File: src/rtl/aip_pkg.sv
package aip_pkg;
    localparam int IDX_W  = 4;
    localparam int MODE_W = 3;
    localparam int CTRL_W = IDX_W + 1 + MODE_W;

    typedef logic [IDX_W-1:0] idx_t;

    typedef enum logic [MODE_W-1:0] {
        M_HOLD = 3'b000,
        M_RSV1 = 3'b001,
        M_RSV2 = 3'b010,
        M_RSV3 = 3'b011,
        M_ALL  = 3'b100,
        M_BRT  = 3'b101,
        M_GRP  = 3'b110,
        M_MIX  = 3'b111
    } mode_e;

    typedef struct packed {
        mode_e mode;
        logic  spare;
        idx_t  idx;
    } ctrl_t;

    localparam idx_t  LAST_REG   = 4'hC;
    localparam ctrl_t RESET_CTRL = '{mode: M_ALL, spare: 1'b0, idx: 4'h0};

    function automatic logic steps(input mode_e m);
        return m[MODE_W-1];
    endfunction

    function automatic idx_t win_lo(input mode_e m);
        case (m)
            M_BRT:   return 4'h2;
            M_GRP:   return 4'h6;
            M_MIX:   return 4'h2;
            default: return 4'h0;
        endcase
    endfunction

    function automatic idx_t win_hi(input mode_e m);
        case (m)
            M_BRT:   return 4'h5;
            M_GRP:   return 4'h7;
            M_MIX:   return 4'h7;
            default: return LAST_REG;
        endcase
    endfunction
endpackage

File: src/rtl/aip_next_idx.sv
module aip_next_idx
    import aip_pkg::*;
#(
    parameter idx_t LAST = LAST_REG
) (
    input  idx_t  cur_i,
    input  mode_e mode_i,
    output idx_t  nxt_o
);
    idx_t lo, hi;

    always_comb begin
        lo = win_lo(mode_i);
        hi = win_hi(mode_i);
        if (!steps(mode_i))
            nxt_o = cur_i;
        else if (cur_i == hi)
            nxt_o = lo;
        else if (cur_i >= LAST)
            nxt_o = '0;
        else
            nxt_o = cur_i + 1'b1;
    end
endmodule

File: src/rtl/aip_state.sv
module aip_state
    import aip_pkg::*;
(
    input  logic                clk,
    input  logic                rst,
    input  logic                load_i,
    input  logic [CTRL_W-1:0]   ctrl_i,
    input  logic                done_i,
    input  idx_t                nxt_i,
    output idx_t                idx_o,
    output mode_e               mode_o
);
    ctrl_t q;
    ctrl_t in_c;

    assign in_c = ctrl_t'(ctrl_i);

    always_ff @(posedge clk) begin
        if (rst) begin
            q <= RESET_CTRL;
        end else if (load_i) begin
            q.mode  <= in_c.mode;
            q.spare <= 1'b0;
            q.idx   <= in_c.idx;
        end else if (done_i) begin
            q.idx <= nxt_i;
        end
    end

    assign idx_o  = q.idx;
    assign mode_o = q.mode;

    AST_LOAD_TAKES: assert property (@(posedge clk) disable iff (rst)
        (load_i && !rst) |=> (idx_o == $past(in_c.idx)) && (mode_o == $past(in_c.mode)));
    AST_MODE_STABLE: assert property (@(posedge clk) disable iff (rst)
        (!load_i && !rst) |=> $stable(mode_o));
    AST_HOLD_IDX: assert property (@(posedge clk) disable iff (rst)
        (!rst && !load_i && done_i && !mode_o[MODE_W-1]) |=> $stable(idx_o));
endmodule

File: src/rtl/aip_pointer.sv
module aip_pointer
    import aip_pkg::*;
(
    input  logic        clk,
    input  logic        rst,
    input  logic        load_i,
    input  logic [7:0]  ctrl_i,
    input  logic        done_i,
    output logic [3:0]  idx_o,
    output logic [2:0]  mode_o,
    output logic        idx_ok_o
);
    idx_t  cur, nxt;
    mode_e mode;

    aip_state u_state (
        .clk    (clk),
        .rst    (rst),
        .load_i (load_i),
        .ctrl_i (ctrl_i),
        .done_i (done_i),
        .nxt_i  (nxt),
        .idx_o  (cur),
        .mode_o (mode)
    );

    aip_next_idx #(.LAST(LAST_REG)) u_next (
        .cur_i  (cur),
        .mode_i (mode),
        .nxt_o  (nxt)
    );

    assign idx_o    = cur;
    assign mode_o   = mode;
    assign idx_ok_o = (cur <= LAST_REG);

    AST_ALL_WRAP: assert property (@(posedge clk) disable iff (rst)
        (!rst && !load_i && done_i && mode_o == 3'b100 && idx_o == 4'hC) |=> idx_o == 4'h0);
    AST_BRT_WRAP: assert property (@(posedge clk) disable iff (rst)
        (!rst && !load_i && done_i && mode_o == 3'b101 && idx_o == 4'h5) |=> idx_o == 4'h2);
    AST_GRP_WRAP: assert property (@(posedge clk) disable iff (rst)
        (!rst && !load_i && done_i && mode_o == 3'b110 && idx_o == 4'h7) |=> idx_o == 4'h6);
    AST_MIX_WRAP: assert property (@(posedge clk) disable iff (rst)
        (!rst && !load_i && done_i && mode_o == 3'b111 && idx_o == 4'h7) |=> idx_o == 4'h2);
endmodule

File: config.mk
export PLATFORM = sky130hd
export DESIGN_NAME = aip_pointer
export DESIGN_NICKNAME = d
export VERILOG_FILES = /design/src/rtl/aip_pkg.sv /design/src/rtl/aip_next_idx.sv /design/src/rtl/aip_state.sv /design/src/rtl/aip_pointer.sv
export SDC_FILE = /design/constraint.sdc
export NUM_CORES = 1
export LEC_CHECK = 0
export ABC_AREA = 1
export BUFFER_PORTS_ARGS = -buffer_cell sky130_fd_sc_hd__buf_2
export CELL_PAD_IN_SITES_DETAIL_PLACEMENT = 0
export CELL_PAD_IN_SITES_GLOBAL_PLACEMENT = 2
export CORE_MARGIN = 4
export CORE_UTILIZATION = 22
export DETAILED_ROUTE_END_ITERATION = 8
export GPL_TIMING_DRIVEN = 1
export PLACE_DENSITY_LB_ADDON = 0.1
export SYNTH_ARGS = -nofsm -noshare
export SYNTH_HDL_FRONTEND = slang
export SYNTH_SLANG_ARGS = --single-unit
File: constraint.sdc
create_clock -name clk -period 1.37 [get_ports clk]
set_clock_uncertainty 0.15 [all_clocks]
set_input_delay 0.137 -clock clk [delete_from_list [all_inputs] [get_ports clk]]
set_output_delay 0.137 -clock clk [all_outputs]
set_load 0.005 [all_outputs]
======== Word-level counts from Yosys, hierarchy flattened ========
Index checks and enable logic that the tools add are counted.
storage, ports and cells
  input port bits ......................... 12
  logic and storage cells ................. 21
  register bits ........................... 7
operators by class
  add/sub/neg operators ................... 1
  magnitude comparators ................... 2
  reduce and logical (&&, ||, !) cells .... 5
  multiplexer cells ....................... 7
  eq/ne operators ......................... 4
operators with widths
  cell                                                           number
  4-bit two-way mux                                              5
  3-bit == test, second input constant                           3
  4-bit case mux with 2 select lines                             1
  3-bit case mux with 2 select lines                             1
  4-bit by 1-bit adder with 4-bit output, second input constant  1
  4-bit == test                                                  1
  4-bit >= comparator, second input constant                     1
  4-bit less-or-equal comparator, second input constant          1
  2-bit nonzero test                                             2
  2-bit OR reduction                                             2
  2-bit AND reduction                                            1

======== Longest topological paths before layout ========
Gate-level depths: netlist of run 1.
  depth after elaboration ................. 8
  mapped depth ............................ 8

======== Cells and area by module ========
From an unflattened synthesis of run 1, not the netlist that was laid out.
unflattened totals
  cell total of the unflattened synthesis .. 92
  area, all modules ....................... 543.0 um2
modules (own cells, without submodules)
  module        cells an instance  area an instance (um2)  times used
  aip_state     44                 310.3                   1
  aip_next_idx  42                 210.2                   1
  aip_pointer   6                  22.5                    1

======== Worst setup path after synthesis of run 1 ========
Ideal clock, no wire load.
  path type ............................... reg2reg
  from .................................... register u_state.q (netlist bit u_state.idx_o[0])
  to ...................................... register u_state.q (netlist bit u_state.idx_o[1])
  arrival ................................. 0.988 ns
  required time ........................... 1.098 ns
  buffers on the path ..................... 0
  setup time .............................. 0.122 ns
  setup slack ............................. 0.110 ns
  stages on the path, launching flop included .. 7
  path through ............................ dfxtp_1 inv_1 ha_1 nand2_1 nand3_1 nand2_1 a21oi_2
between the ends
  word-level cells in the longest chain between the ends .. 6
  elaborated cells on any way between the ends .. 8
  those cells by class .................... add/sub (1); order compare (1); eq/ne (1); mux (5)
ends and longest elaborated chain
  item                                                                                  line                                    RTL
  from (decl)                                                                           aip_state.sv:13                         ctrl_t q;
  4-bit by 1-bit adder with 4-bit output / 4-bit >= comparator (equally long branches)  aip_next_idx.sv:22, aip_next_idx.sv:19
  4-bit two-way mux                                                                     aip_next_idx.sv:19                      else if (cur_i >= LAST)
  4-bit two-way mux *                                                                   aip_next_idx.sv:17                      else if (cur_i == hi)
  4-bit two-way mux *                                                                   aip_next_idx.sv:15                      if (!steps(mode_i))
  4-bit two-way mux *                                                                   aip_state.sv:25                         end else if (done_i) begin
  4-bit two-way mux *                                                                   aip_state.sv:21                         end else if (load_i) begin
Every way passes the cells marked *; elsewhere a longest branch is shown, timed or not. The select of a mux whose other input is x is not followed.
A chain may end at the register's enable or synchronous reset.

======== Worst setup path in the final report of run 1 ========
  from .................................... register u_state.q (netlist bit u_state.idx_o[0])
  to ...................................... output idx_ok_o
between the ends
  word-level cells in the longest chain between the ends .. 1
ends and longest elaborated chain
  item                            line               RTL
  4-bit less-or-equal comparator  aip_pointer.sv:35  assign idx_ok_o = (cur <= LAST_REG);
  to (decl)                       aip_pointer.sv:11  output logic idx_ok_o
Every way passes these cells.

==> results.cfg, run 1 <==
[status]
run_status = finished with violations
violations = setup timing

[sta]
hold_violations = 0
finalCritPeriodShare = 1.024
rsz0062_at_grt = yes
period_needed_ns = 1.403
setup_viol = 1
worstMarginPinSlew_ns = 0.2131
max_freq_ghz = 0.7126
holdWs_ns = 0.04883
maxSlewViolCount = 0
worst_slack_ns = -0.03340
maxSlewHeadroom = 0.8564

[yosys]
synthTopCellsByArea = dfxtp_1 (30%), nand2_1 (14%), o21ai_0 (9.5%), nand3_1 (6.4%), nor2_1 (5.6%)
synth_seq_cells = 7
ys_types = 19
yosysWarnings = 0
synth_cells = 72
synth_top_area_share = 0.2971
seq_area_frac_synth = 0.2971
yosysTopAreaCell = dfxtp_1
netlist_area_um2 = 471.7
syn-mean-instance-area_um2 = 6.551
syn_nets = 86

[clock_network]
clk_pin_slew_worst_paths_ns = 0.06
htreeDepth = 1
cts_buffers = 3
cts_tree = yes
clock_path_buffers = 2
cts_root_buf = clkbuf_4
cts.sink_count = 7
clock_latency_ns = 0.26

[route]
viasPerCell = 4.385
drt-total-wl_um = 1595
ant_nets = 0
num_vias = 592
wl_per_cell_um = 11.81
drt_iter0_drc = 8
drc = 0
drtPass1Iterations = 5

[placement]
port_buffers = 18
dpl_cell_area_um2 = 635.6
gp_congestion = 0.7054
place_ws_ns = -0.01078
dpl.hpwl_um = 1132

[die]
start_util = 0.2356
rows = 16
die-area_um2 = 2949
core-area_um2 = 2002
die_height_um = 54.31
pin_count = 20
fp.dieW_um = 54.31

[cells_and_area]
area_growth_pct = 73.74
antennaDiodeCount = 0
fillerInstances = 229
layout-drive-gt1-share = 0.5463
nets = 123
post-route-cell-area_um2 = 819.5

[power]
power.density_nw_per_um2 = 812.1
ir_drop_mv = 0.2766
power_uw = 665.6
leakage_uw = 0.0004044

[global_route]
grt_max_degree = 9
antenna_found_initial = 0
overflow = 0
grt_usage = 0.1263
grt_pass1_vias = 537
grt_pass1_wl_um = 2463

[setup_path]
end_kind = output pin
cp.arrival_ns = 1.12
cp_data_required_time_ns = 1.08
critPathKind = reg -> out
critical_path.max_fanout = 2
critPathLaunchType = flip-flop
ff2ff_setup_slack_ns = 0.04

[run]
cap_violations = 0

[hold_path]
hp-class = in -> reg
==> worst paths after layout <==
check / start / end / depth (start not counted)
hold reg to reg: u_state.mode_o[2] / u_state.mode_o[2] / 2
setup / recovery: u_state.idx_o[0] / idx_ok_o / 4
hold / removal: load_i / u_state.mode_o[2] / 4
setup reg to reg: u_state.idx_o[3] / u_state.idx_o[2] / 9
==> registers in the layout, indices dropped and copies added, names as in the netlist <==
register / count
u_state.idx_o: 4
u_state.mode_o: 3
==> cell type report <==
type / count / area, µm² / area share
Multi-Input combinational cell: 56 / 346.6 / 0.4229
Timing Repair Buffer: 33 / 226.5 / 0.2763
Sequential cell: 7 / 148.9 / 0.1817
Inverter: 8 / 37.54 / 0.04580
Tap cell: 27 / 33.78 / 0.04122
Clock buffer: 4 / 26.28 / 0.03206
==> repair_timing <==
item	4_1_cts	5_1_grt
buffers inserted	5	0
endpoints found under the hold margin	5	0
hold buffers	4	0
gates resized for setup	15	14
setup endpoints to repair	1	5
pin swaps	2	5
==> cell families (layout without fill, tap and decap cells) <==
kind of cell	count (synthesis)	after routing	share of synthesized area
AO/OA/AOI/OAI	14	14	0.1671
flip-flops	7	7	0.2971
AND/OR/NAND/NOR	40	40	0.4005
adder cells (fa/ha/maj)	2	2	0.05304
buffers and inverters	9	45	0.08221
==> placed cells by master, fill, tap and decap left out, types with 3 or more instances in the layout <==
master,Yosys,final
inv_1,5,3
nand3_1,6,5
buf_2,1,17
nand2_1,18,15
clkbuf_4,0,3
nor2_1,7,6
dfxtp_2,0,4
buf_4,0,9
o21ai_0,9,6
inv_4,1,3
buf_6,0,3
dlygate4sd3_1,0,4
nand2_2,4,5
==> per-stage QoR <==
step                 TNS, ns  utilization  std cells
detailed placement  -0.01078       0.3175        122
global placement           0       0.3175        122
global route         -0.1858       0.4094        135
finish              -0.03340       0.4094        135
CTS                 -0.04905       0.3813        135
floorplan                  0            -         72
==> Yosys cell counts <==
cell type / instances
a31oi_1: 1
nand3_1: 6
nand2_1: 18
inv_1: 5
dfxtp_1: 7
a21oi_1: 2
nand3b_1: 1
buf_2: 1
inv_4: 1
a21oi_2: 2
nand3_2: 2
nand2_2: 4
ha_1: 2
or2_2: 1
inv_2: 1
o21ai_0: 9
nor2_1: 7
clkinv_2: 1
nand4_1: 1
==> power by group <==
group          internal (µW)  leakage (µW)  total (µW)  switching, µW
sequential               222     0.0000594         242           20.1
clock                    112     0.0000150         203           90.4
combinational            111      0.000330         221            110
==> routing by layer <==
metal | global-route usage | wire length (µm) | vias up
li1 | - | - | 305
met1 | 0.1656 | 744 | 264
met2 | 0.1753 | 707 | 19
met3 | 0.02725 | 104 | 4
met4 | 0.09959 | 38 | 0
met5 | 0 | 0 | -
==> worst max-delay path: stages (launching register included) <==
cell,delay [ns]
dfxtp_2,0.34
inv_2,0.05
ha_4,0.14
or2_4,0.22
buf_6,0.11
(Power assumes the default switching activity.)
==> run 2: changes to the inputs <==
--- a/config.mk
+++ b/config.mk
@@ -6,14 +6,14 @@
 export NUM_CORES = 1
 export LEC_CHECK = 0
 export ABC_AREA = 1
-export BUFFER_PORTS_ARGS = -buffer_cell sky130_fd_sc_hd__buf_2
 export CELL_PAD_IN_SITES_DETAIL_PLACEMENT = 0
 export CELL_PAD_IN_SITES_GLOBAL_PLACEMENT = 2
 export CORE_MARGIN = 4
-export CORE_UTILIZATION = 22
+export CORE_UTILIZATION = 28
 export DETAILED_ROUTE_END_ITERATION = 8
+export DONT_BUFFER_PORTS = 1
 export GPL_TIMING_DRIVEN = 1
-export PLACE_DENSITY_LB_ADDON = 0.1
+export PLACE_DENSITY = 0.75
 export SYNTH_ARGS = -nofsm -noshare
 export SYNTH_HDL_FRONTEND = slang
 export SYNTH_SLANG_ARGS = --single-unit
==> run 2 against run 1 <==
Effect of this change: first-iteration DRC count is 63% higher; the run now ends clean; power down 4.8%; global-route usage decreased by 1.4 points; die area down 18%; cell count shrank 17%; critical path type unchanged; highest routed layer is now met3; critical endpoint unchanged; register-to-register slack better by 0.02 ns; wire length decreased by 16%; clock power shrank 6%; largest power group unchanged.
==> results.cfg, run 2 (synthesis gave the netlist of run 1 again) <==
[sta]
finalSetupTns_ns = 0
finalCritPeriodShare = 0.9689
setup_viol = 0
maxSlewHeadroom = 0.8516
worstMarginPinSlew_ns = 0.2203
period_needed_ns = 1.327
hold_violations = 0
rsz0062_at_grt = no
maxSlewViolCount = 0
max_freq_ghz = 0.7533

[setup_path]
critical_path.max_fanout = 2
end_kind = output pin
critPathLaunchType = flip-flop
critPathKind = reg -> out
cp_data_required_time_ns = 1.08
cp.arrival_ns = 1.04

[cells_and_area]
fillerInstances = 162
post-route-cell-area_um2 = 773.2
final_common_cell = nand2_1
largest_reg_flops = 4
multi_input_area_um2 = 346.6
layout-drive-gt1-share = 0.4063
layout_common_cells = nand2_1 (16), dlygate4sd3_1 (10), buf_4 (8)
nets = 111
seq_area_um2 = 148.9
area_growth_pct = 63.93
antennaDiodeCount = 0

[power]
ir_drop_mv = 0.4090
power_uw = 633.8
power.density_nw_per_um2 = 819.7
leakage_uw = 0.0003582

[hold_path]
hp-class = in -> reg

[global_route]
grt_max_degree = 9
grt_pass1_vias = 510
grt_pass1_wl_um = 2139
overflow = 0
antenna_found_initial = 0
grt_usage = 0.1119

[placement]
dpl.hpwl_um = 942.7
dpl_cell_area_um2 = 546.8
gp_congestion = 0.7305
port_buffers = 0

[clock_network]
cts_tree = yes
clock_latency_ns = 0.26
cts_root_buf = clkbuf_4
clk_pin_slew_worst_paths_ns = 0.06
htreeDepth = 1
cts.sink_count = 7
cts_buffers = 3
clock_path_buffers = 2

[run]
cap_violations = 0

[die]
die-area_um2 = 2405
die_height_um = 49.05
pin_count = 20
fp.dieW_um = 49.05
rows = 14
core-area_um2 = 1541
start_util = 0.3060

[status]
run_status = finished, final reports clean

[route]
num_vias = 533
drtPass1Iterations = 4
drc = 0
ant_nets = 0
drt-total-wl_um = 1337
drt_iter0_drc = 13
viasPerCell = 4.759
wl_per_cell_um = 11.94
-- run 2: repair_timing --
action	4_1_cts	5_1_grt
hold buffers	11	2
endpoints found under the setup margin	1	7
pin swaps	0	7
hold endpoints to repair	7	2
buffers inserted	2	0
resized for setup	6	21
-- run 2: final timing paths --
kind	slack (ns)	cells after the start	startpoint	endpoint
hold / removal	0.006	3	done_i	u_state.idx_o[1]
hold reg to reg	0.43	2	u_state.mode_o[0]	u_state.mode_o[0]
setup / recovery	0.04	3	u_state.idx_o[1]	idx_ok_o
setup reg to reg	0.06	9	u_state.idx_o[1]	u_state.idx_o[2]
-- run 2: area by class of cell --
| cell class | count | share of cell area |
|---|---|---|
| Timing Repair Buffer | 21 | 0.2524 |
| Clock buffer | 3 | 0.02913 |
| Inverter | 8 | 0.04531 |
| Clock inverter | 1 | 0.006472 |
| Sequential cell | 7 | 0.1926 |
| Multi-Input combinational cell | 56 | 0.4482 |
| Tap cell | 16 | 0.02589 |
-- run 2: power breakdown --
group          switching, µW  internal, µW
clock network           82.6           107
registers               22.4           223
logic                   99.5          99.6
total                    205           429
-- run 2: per-layer routing --
metal / GRT usage / share of wire
met5: 0 / 0
met2: 0.1739 / 0.46
met3: 0.02141 / 0.042
met4: 0.06726 / 0
met1: 0.1408 / 0.50
-- run 2: critical path, cell delays in order, from the launching register on --
cell and delay, ns:
dfxtp_2 0.35, inv_2 0.04, ha_1 0.16, or2_4 0.23
-- run 2: metrics by stage --
| step | hold WS [ns] | utilization | cells | worst slack, ns |
|---|---|---|---|---|
| final | 0.005929 | 0.5016 | 112 | 0.04256 |
| after detailed placement | 0.06060 | 0.3547 | 95 | 0.03785 |
| after floorplan | 0.05607 | - | 72 | 0.1104 |
| after CTS | 0.0005262 | 0.4578 | 112 | 0.01391 |
| after global routing | 0.01457 | 0.5016 | 112 | 0.0009108 |
| after global placement | 0.06217 | 0.3547 | 95 | 0.04577 |
==> run 3: changes to the inputs <==
--- a/config.mk
+++ b/config.mk
@@ -7,13 +7,13 @@
 export LEC_CHECK = 0
 export ABC_AREA = 1
 export CELL_PAD_IN_SITES_DETAIL_PLACEMENT = 0
-export CELL_PAD_IN_SITES_GLOBAL_PLACEMENT = 2
-export CORE_MARGIN = 4
-export CORE_UTILIZATION = 28
+export CELL_PAD_IN_SITES_GLOBAL_PLACEMENT = 1
+export CORE_AREA = 5 5 42 44
 export DETAILED_ROUTE_END_ITERATION = 8
+export DIE_AREA = 0 0 47 49
 export DONT_BUFFER_PORTS = 1
 export GPL_TIMING_DRIVEN = 1
-export PLACE_DENSITY = 0.75
+export PLACE_DENSITY = 0.72
 export SYNTH_ARGS = -nofsm -noshare
 export SYNTH_HDL_FRONTEND = slang
 export SYNTH_SLANG_ARGS = --single-unit
==> run 3 against run 2 <==
Effect of this change: register-to-register slack is essentially flat; critical path type unchanged; wire length rose by 3.5%; non-clock buffer count is 1 higher; clock power about the same; worst setup slack got worse by 0.0088 ns.
==> results.cfg, run 3 (synthesis gave the netlist of run 1 again) <==
[status]
run_status = finished, final reports clean

[die]
die_height_um = 49
rows = 14
die-area_um2 = 2303
fp.dieW_um = 47
start_util = 0.3366
pin_count = 20
core-area_um2 = 1401

[cells_and_area]
antennaDiodeCount = 0
layout-drive-gt1-share = 0.3918
area_growth_pct = 62.86
layout_common_cells = nand2_1 (17), dlygate4sd3_1 (13), o21ai_0 (7), buf_4 (7), nor2_1 (6)
largest_reg_flops = 4
fillerInstances = 152
final_common_cell = nand2_1
stdcell_count = 113
nets = 112
final_util = 0.5482

[route]
drt_iter0_drc = 19
ant_nets = 0
wl_per_cell_um = 12.25
drtPass1Iterations = 4
num_vias = 569
viasPerCell = 5.035
drc = 0
drt-total-wl_um = 1384

[setup_path]
critPathLaunchType = flip-flop
path_cells = inv_2 -> ha_2 -> or2_4
critical_path.max_fanout = 3
cpMaxStageDelayCell = dfxtp_2
critPathKind = reg -> out
cp_data_required_time_ns = 1.08
end_kind = output pin
cp.arrival_ns = 1.05
critPathMaxStageDelay_ns = 0.34

[clock_network]
cts.sink_count = 7
cts_tree = yes
clock_latency_ns = 0.25
htreeDepth = 1
clk_pin_slew_worst_paths_ns = 0.05
cts_buffers = 3
cts_root_buf = clkbuf_4
clock_path_buffers = 2

[sta]
worst_slack_ns = 0.03377
holdWs_ns = 0.01053
worstMarginPinSlew_ns = 0.2236
period_needed_ns = 1.336
hold_violations = 0
setup_viol = 0
max_freq_ghz = 0.7484
maxSlewViolCount = 0
maxSlewHeadroom = 0.8510
finalCritPeriodShare = 0.9753
rsz0062_at_grt = yes

[placement]
gp_congestion = 0.7002
port_buffers = 0
dp_cells = 94
dpl.hpwl_um = 885.8
place_ws_ns = 0.04880

[power]
clkPwrFrac = 0.304
p_comb_frac = 0.302
ir_drop_mv = 0.5315
power.density_nw_per_um2 = 816.4
sequentialPowerShare = 0.394
switchingPower_uw = 195.1
power_uw = 627.2
netSwitchingFraction = 0.3111
leakage_uw = 0.0003335
internal_power_uw = 432.0

[run]
cap_violations = 0

[hold_path]
hp-class = in -> reg

[global_route]
grt_max_degree = 9
grt_pass1_vias = 499
antenna_found_initial = 0
grt_pass1_wl_um = 2187
overflow = 0
grt_usage = 0.1282
-- run 3: power by group through the flow --
stage	Sequential [µW]	Clock (µW)	Combinational [µW]
after CTS	243	197	169
after detailed placement	250	0	122
after floorplan	246	0	86.2
final	247	191	189
after global routing	249	205	212
after global placement	250	0	122
-- run 3: final timing paths --
check | start | to | slack (ns) | cells after the start
worst max-delay path | u_state.idx_o[0] | idx_ok_o | 0.03 | 3
worst min-delay path | done_i | u_state.idx_o[1] | 0.01 | 3
worst max register to register | u_state.idx_o[1] | u_state.idx_o[2] | 0.05 | 7
worst min register to register | u_state.mode_o[1] | u_state.mode_o[1] | 0.42 | 2
-- run 3: timing repair --
| item | in CTS | in global routing |
|---|---|---|
| hold endpoints to repair | 7 | 1 |
| resized for setup | 7 | 15 |
| pin swaps | 0 | 4 |
| cloned | 0 | 0 |
| setup buffers | 2 | 0 |
| endpoints found under the setup margin | 1 | 4 |
| hold buffers | 13 | 1 |
-- run 3: final cells by class --
class	count	area [µm²]	area share
timing repair buffer	22	205.2	0.2671
clock buffer	4	26.28	0.03420
tap	16	20.02	0.02606
multi-input combinational	56	332.8	0.4332
inverter	8	33.78	0.04397
sequential	7	150.1	0.1954
-- run 3: worst max-delay path: cells and delay by family (launching register included) --
| kind | cells | cell delay, ns |
|---|---|---|
| and+or+nand+nor | 1 | 0.24 |
| DFF | 1 | 0.34 |
| adders and majority gates | 1 | 0.17 |
| buffers and inverters | 1 | 0.05 |
-- run 3: per-layer routing --
layer | vias to the layer above | global-route usage | wire [µm]
met5 | - | 0 | 0
met4 | 0 | 0.06912 | 30
met3 | 5 | 0.02214 | 89
met2 | 22 | 0.1878 | 665
met1 | 253 | 0.1714 | 599
li1 | 289 | - | -
-- run 3: metrics by stage --
stage                     area (µm²)   TNS, ns
after floorplan                471.7         0
after global placement         539.3         0
after detailed placement       539.3         0
after CTS                      719.4         0
after global routing           768.2  -0.02289
final                          768.2         0
